### src/rtl/gat_pkg.sv
package gat_pkg;
  // Base window length in core clocks at nominal settings
  localparam int unsigned BASE_NOMINAL    = 1344;
  // Number of base windows per global window at nominal settings
  localparam int unsigned GLOBAL_NOMINAL  = 16384;
  // Clean-window hold lengths for the two modes
  localparam int unsigned HOLD_LONG_DEF   = 16;
  localparam int unsigned HOLD_SHORT_DEF  = 2;

  // Width of a counter able to reach n-1 (minimum 1 bit)
  function automatic int unsigned cnt_width(input int unsigned n);
    return (n > 1) ? $clog2(n) : 1;
  endfunction
endpackage

### src/rtl/gat_rst_sync.sv
module gat_rst_sync (
  input  logic clk,
  input  logic rst_n,
  output logic rst_sync_n
);
  logic meta_q;
  logic sync_q;

  always_ff @(posedge clk or negedge rst_n) begin
    if (!rst_n) begin
      meta_q <= 1'b0;
      sync_q <= 1'b0;
    end else begin
      meta_q <= 1'b1;
      sync_q <= meta_q;
    end
  end

  assign rst_sync_n = sync_q;
endmodule

### src/rtl/gat_window_timer.sv
module gat_window_timer
  import gat_pkg::*;
#(
  parameter int unsigned BASE_CYCLES  = BASE_NOMINAL,
  parameter int unsigned GLOBAL_BASES = GLOBAL_NOMINAL
) (
  input  logic clk,
  input  logic rst_n,
  output logic win_end
);
  localparam int unsigned BW = cnt_width(BASE_CYCLES);
  localparam int unsigned GW = cnt_width(GLOBAL_BASES);
  localparam logic [BW-1:0] BASE_LAST = BW'(BASE_CYCLES - 1);
  localparam logic [GW-1:0] GLOB_LAST = GW'(GLOBAL_BASES - 1);

  logic [BW-1:0] base_q, base_d;
  logic [GW-1:0] glob_q, glob_d;
  logic          base_tick;

  always_comb begin
    base_tick = (base_q == BASE_LAST);
    base_d    = base_tick ? '0 : base_q + 1'b1;
    glob_d    = (glob_q == GLOB_LAST) ? '0 : glob_q + 1'b1;
    win_end   = base_tick && (glob_q == GLOB_LAST);
  end

  always_ff @(posedge clk or negedge rst_n) begin
    if (!rst_n) begin
      base_q <= '0;
    end else begin
      base_q <= base_d;
    end
  end

  always_ff @(posedge clk or negedge rst_n) begin
    if (!rst_n) begin
      glob_q <= '0;
    end else if (base_tick) begin
      glob_q <= glob_d;
    end
  end
endmodule

### src/rtl/gat_rank_counter.sv
module gat_rank_counter #(
  parameter int unsigned CNT_W = 24
) (
  input  logic             clk,
  input  logic             rst_n,
  input  logic             act,
  input  logic             win_end,
  input  logic [CNT_W-1:0] limit,
  output logic [CNT_W-1:0] count,
  output logic             over
);
  localparam logic [CNT_W-1:0] CNT_MAX = {CNT_W{1'b1}};

  logic [CNT_W-1:0] count_q, count_inc, count_d;

  always_comb begin
    count_inc = (act && (count_q != CNT_MAX)) ? count_q + 1'b1 : count_q;
    over      = (count_inc > limit);
    count_d   = win_end ? '0 : count_inc;
  end

  always_ff @(posedge clk or negedge rst_n) begin
    if (!rst_n) begin
      count_q <= '0;
    end else begin
      count_q <= count_d;
    end
  end

  assign count = count_q;
endmodule

### src/rtl/gat_hold_fsm.sv
module gat_hold_fsm
  import gat_pkg::*;
#(
  parameter int unsigned HOLD_LONG  = HOLD_LONG_DEF,
  parameter int unsigned HOLD_SHORT = HOLD_SHORT_DEF,
  localparam int unsigned RUN_W     = cnt_width(HOLD_LONG)
) (
  input  logic             clk,
  input  logic             rst_n,
  input  logic             win_end,
  input  logic             any_over,
  input  logic             short_hold,
  output logic             status,
  output logic [RUN_W-1:0] run_cnt
);
  localparam logic [RUN_W-1:0] LONG_LAST  = RUN_W'(HOLD_LONG - 1);
  localparam logic [RUN_W-1:0] SHORT_LAST = RUN_W'(HOLD_SHORT - 1);

  logic             status_q, status_d;
  logic [RUN_W-1:0] run_q, run_d;
  logic [RUN_W-1:0] run_last;

  always_comb begin
    run_last = short_hold ? SHORT_LAST : LONG_LAST;
    status_d = status_q;
    run_d    = run_q;
    if (any_over) begin
      status_d = 1'b1;
      run_d    = '0;
    end else if (status_q) begin
      if (run_q >= run_last) begin
        status_d = 1'b0;
        run_d    = '0;
      end else begin
        run_d    = run_q + 1'b1;
      end
    end
  end

  always_ff @(posedge clk or negedge rst_n) begin
    if (!rst_n) begin
      status_q <= 1'b0;
      run_q    <= '0;
    end else if (win_end) begin
      status_q <= status_d;
      run_q    <= run_d;
    end
  end

  assign status  = status_q;
  assign run_cnt = run_q;
endmodule

### src/rtl/gact_throttle.sv
module gact_throttle
  import gat_pkg::*;
#(
  parameter int unsigned NUM_RANKS    = 4,
  parameter int unsigned CNT_W        = 24,
  parameter int unsigned BASE_CYCLES  = BASE_NOMINAL,
  parameter int unsigned GLOBAL_BASES = GLOBAL_NOMINAL,
  parameter int unsigned HOLD_LONG    = HOLD_LONG_DEF,
  parameter int unsigned HOLD_SHORT   = HOLD_SHORT_DEF
) (
  input  logic                 clk,
  input  logic                 rst_n,
  input  logic [NUM_RANKS-1:0] act_pulse,
  input  logic [CNT_W-1:0]     act_limit,
  input  logic                 short_hold,
  output logic                 gbl_throttle,
  output logic                 use_high_limit
);
  localparam int unsigned RUN_W = cnt_width(HOLD_LONG);

  logic                       rst_sync_n;
  logic                       win_end;
  logic [NUM_RANKS-1:0]       over_vec;
  logic [NUM_RANKS*CNT_W-1:0] cnt_flat;
  logic                       any_over;
  logic                       status;
  logic [RUN_W-1:0]           run_cnt;

  gat_rst_sync u_rst_sync (
    .clk        (clk),
    .rst_n      (rst_n),
    .rst_sync_n (rst_sync_n)
  );

  gat_window_timer #(
    .BASE_CYCLES  (BASE_CYCLES),
    .GLOBAL_BASES (GLOBAL_BASES)
  ) u_timer (
    .clk     (clk),
    .rst_n   (rst_sync_n),
    .win_end (win_end)
  );

  for (genvar r = 0; r < NUM_RANKS; r++) begin : g_rank
    gat_rank_counter #(
      .CNT_W (CNT_W)
    ) u_cnt (
      .clk     (clk),
      .rst_n   (rst_sync_n),
      .act     (act_pulse[r]),
      .win_end (win_end),
      .limit   (act_limit),
      .count   (cnt_flat[r*CNT_W +: CNT_W]),
      .over    (over_vec[r])
    );
  end

  // Only the window-end compare matters; mid-window over flags are ignored
  assign any_over = win_end && (|over_vec);

  gat_hold_fsm #(
    .HOLD_LONG  (HOLD_LONG),
    .HOLD_SHORT (HOLD_SHORT)
  ) u_hold (
    .clk        (clk),
    .rst_n      (rst_sync_n),
    .win_end    (win_end),
    .any_over   (any_over),
    .short_hold (short_hold),
    .status     (status),
    .run_cnt    (run_cnt)
  );

  assign gbl_throttle   = status;
  assign use_high_limit = status;
endmodule

### config.mk
export PLATFORM = sky130hd
export DESIGN_NAME = gact_throttle
export DESIGN_NICKNAME = d
export VERILOG_FILES = /design/src/rtl/gat_pkg.sv /design/src/rtl/gat_rst_sync.sv /design/src/rtl/gat_window_timer.sv /design/src/rtl/gat_rank_counter.sv /design/src/rtl/gat_hold_fsm.sv /design/src/rtl/gact_throttle.sv
export SDC_FILE = /design/constraint.sdc
export NUM_CORES = 1
export LEC_CHECK = 0
export BUFFER_PORTS_ARGS = -buffer_cell sky130_fd_sc_hd__buf_2
export CAP_MARGIN = 10
export CORE_AREA = 2 2 130 132
export DETAILED_ROUTE_END_ITERATION = 6
export DIE_AREA = 0 0 132 134
export PLACE_DENSITY = 0.77
export SYNTH_ARGS = -nofsm -noshare
export SYNTH_HDL_FRONTEND = slang
export SYNTH_SLANG_ARGS = --single-unit
### constraint.sdc
create_clock -name clk -period 4.32 [get_ports clk]
set_input_delay 0.216 -clock clk [delete_from_list [all_inputs] [get_ports clk]]
set_output_delay 0.216 -clock clk [all_outputs]
set_load 0.005 [all_outputs]
==> flow_summary.toml <==
[die]
core_mm2 = 0.0163
die_area_mm2 = 0.0177
die_w_um = 132
row_count = 47
io_pins = 33
die_h_um = 134
start_util = 0.544

[cells_and_area]
drive_gt1_frac = 0.130
num_antenna_cells = 0
design_area_mm2 = 0.0101
layout_common_cells = "127 x dfrtp_1, 105 x ha_1, 96 x and2_1"
nets = 1121
multiInputGateArea_mm2 = 0.00553
layout_commonest_cell = "dfrtp_1"
area_growth_pct = 13.7
regArea_mm2 = 0.00321
n_fill_cell = 1356

[cts]
cts_tree = "done"
clk_latency_ps = 440
clk_pin_slew_worst_paths_ps = 60
numCtsBuffers = 17
cts_root_buffer = "clkbuf_16"
ctsHtreeMaxLevel = 4
cts_sinks = 128
cts_buffer_depth = 2

[placed_design]
dp_hpwl_um = 15300
postPlaceCellArea_mm2 = 0.00929
place_ws_ps = 33.7
place_congestion = 0.883
io_buffers = 32

[routing]
wl_per_cell_um = 17.6
drc_errors = 0
ant_nets = 0
routed_via_density = 5.80
vias = 7056
drt-initial-drc-count = 405
drt_wl_total_um = 21400
dr.pass1.iters = 5

[critical_path]
arrival_ps = 4510
cp_data_required_time_ps = 4650
worstRegToRegCells = 17
end_kind = "register"
critPathMaxFanout = 8
critPathKind = "reg2reg"
start_kind = "register"

[timing]
finalSetupViolCount = 0
final.period_utilization = 0.969
hold_viol_final = 0
timing.fmax_mhz = 239
min_period_ps = 4190
fin_ws_ps = 133
clock_skew_ps = 8.12
tightest_slew_ps = 852
relSlewSlack = 0.432
final_max_slew_viol_count = 0
rsz0062_at_grt = "yes"
whs_ps = 94.7

[outcome]
status = "finished, final reports clean"

[synth]
yosysSeqAreaShare = 0.361
synth_edf_count = 0
ys.flop_type = "dfrtp_1"
syn_avg_cell_area_um2 = 9.54
synth_seq_cells = 128
synthArstFlopShare = 1.00
syn_nets = 1066
yosys_warnings = 0
yosysUniqueCellTypes = 66
netlist_area_mm2 = 0.00886
synthCells = 929

[global_route]
grt_overflow_total = 0
grt_pass1_vias = 6675
grt_max_degree = 67
gr-usage-all-layers = 0.247
grt_pass1_wl_um = 34100
antenna_found_initial = 0

[run]
maxCapViolCount = 0

[worst_hold_path]
hold_path_class = "in2async"

[power_and_ir_drop]
power.density_mw_per_mm2 = 381
p_leak_nw = 4.85
ir_drop_uv = 299
[timing repair]
item                                    4_1_cts  5_1_grt
endpoints found under the hold margin         2        0
gates resized for setup                       0       16
endpoints found under the setup margin        0        5
hold buffers                                  1        0
buffers inserted                              0       10
[critical path, stage by stage, from the launching register on]
cell and delay, ps:
dfrtp_1 410, and4_2 310, nand4_2 170, or4b_4 530
nor4b_4 190, nand3_2 120, nor2_1 60, xor2_1 150
ha_1 310, and4_1 250, nand4_1 210, nor3_4 320
o31ai_1 170, a22oi_2 320, nor4_4 80, buf_4 170
buf_4 130, a22o_1 170
[power by group]
part / switching [W] / internal [W]
logic: 0.000467 / 0.000388
registers: 0.000138 / 0.00133
clock network: 0.000595 / 0.000930
[synthesized netlist by cell type (16+ instances only)]
cell type / n / share of area
a21oi_1: 45 / 0.025
nand2_1: 73 / 0.031
and2_1: 96 / 0.068
ha_1: 106 / 0.15
dfrtp_1: 128 / 0.36
nor2_1: 53 / 0.022
nand4_1: 45 / 0.032
nor3_1: 18 / 0.010
inv_1: 42 / 0.018
o21ai_0: 22 / 0.012
xnor2_1: 69 / 0.068
xor2_1: 35 / 0.035
nand3_1: 50 / 0.028
and3_1: 16 / 0.011
[through the flow]
stage / std cells / util / total power (W) / setup TNS, ps
2_1_floorplan: 929 / - / 0.00209 / 0
3_3_place_gp: 1174 / 0.570 / 0.00227 / 0
3_5_place_dp: 1174 / 0.570 / 0.00230 / 0
4_1_cts: 1207 / 0.609 / 0.00383 / 0
5_1_grt: 1217 / 0.618 / 0.00404 / -184
6_report: 1217 / 0.618 / 0.00384 / 0
[metal layers]
| metal | vias to the layer above | track usage | wire length (um) |
|---|---|---|---|
| li1 | 3406 | - | - |
| met1 | 3396 | 0.344 | 9900 |
| met2 | 216 | 0.383 | 9820 |
| met3 | 38 | 0.0533 | 1220 |
| met4 | 0 | 0.0845 | 500 |
| met5 | - | 0 | 0 |
[sequential cells by signal, indices dropped and copies added (netlist names)]
register               flops
u_timer.base_q            11
g_rank.u_cnt.count        96
u_rst_sync.rst_sync_n      1
u_rst_sync.meta_q          1
u_hold.status              1
u_hold.run_cnt             4
u_timer.glob_q            14
[cell families after synthesis]
family                     synth area share
and+or+nand+nor                       0.276
DFF                                   0.361
AOI/OAI and AO/OA                    0.0799
adders and majority gates             0.150
xor gates and xnor gates              0.105
buffers and inverters                0.0246
muxes                               0.00381
other                              0.000423
[final timing paths]
| kind | startpoint | to | slack (ps) |
|---|---|---|---|
| min in group clk | act_pulse[3] | g_rank[3].u_cnt.count[0]$_DFF_PN0_ | 250 |
| max reg2reg | g_rank[1].u_cnt.count[5]$_DFF_PN0_ | u_hold.run_cnt[3]$_DFFE_PN0P_ | 130 |
| min reg2reg | u_rst_sync.meta_q$_DFF_PN0_ | u_rst_sync.rst_sync_n$_DFF_PN0_ | 370 |
| min | rst_n | u_rst_sync.meta_q$_DFF_PN0_ | 90 |
| max in group asynchronous | u_rst_sync.rst_sync_n$_DFF_PN0_ | g_rank[1].u_cnt.count[13]$_DFF_PN0_ | 2780 |
| max | g_rank[1].u_cnt.count[5]$_DFF_PN0_ | u_hold.run_cnt[3]$_DFFE_PN0P_ | 130 |
[layout make-up]
type / instances / area share
clock buffers: 18 / 0.0436
well taps: 220 / 0.0273
clock inverters: 14 / 0.0176
repair buffers: 49 / 0.0288
inverters: 42 / 0.0156
multi-input cells: 746 / 0.549
flip-flops and latches: 128 / 0.318
Note: power is estimated with default switching activity, not from simulation.
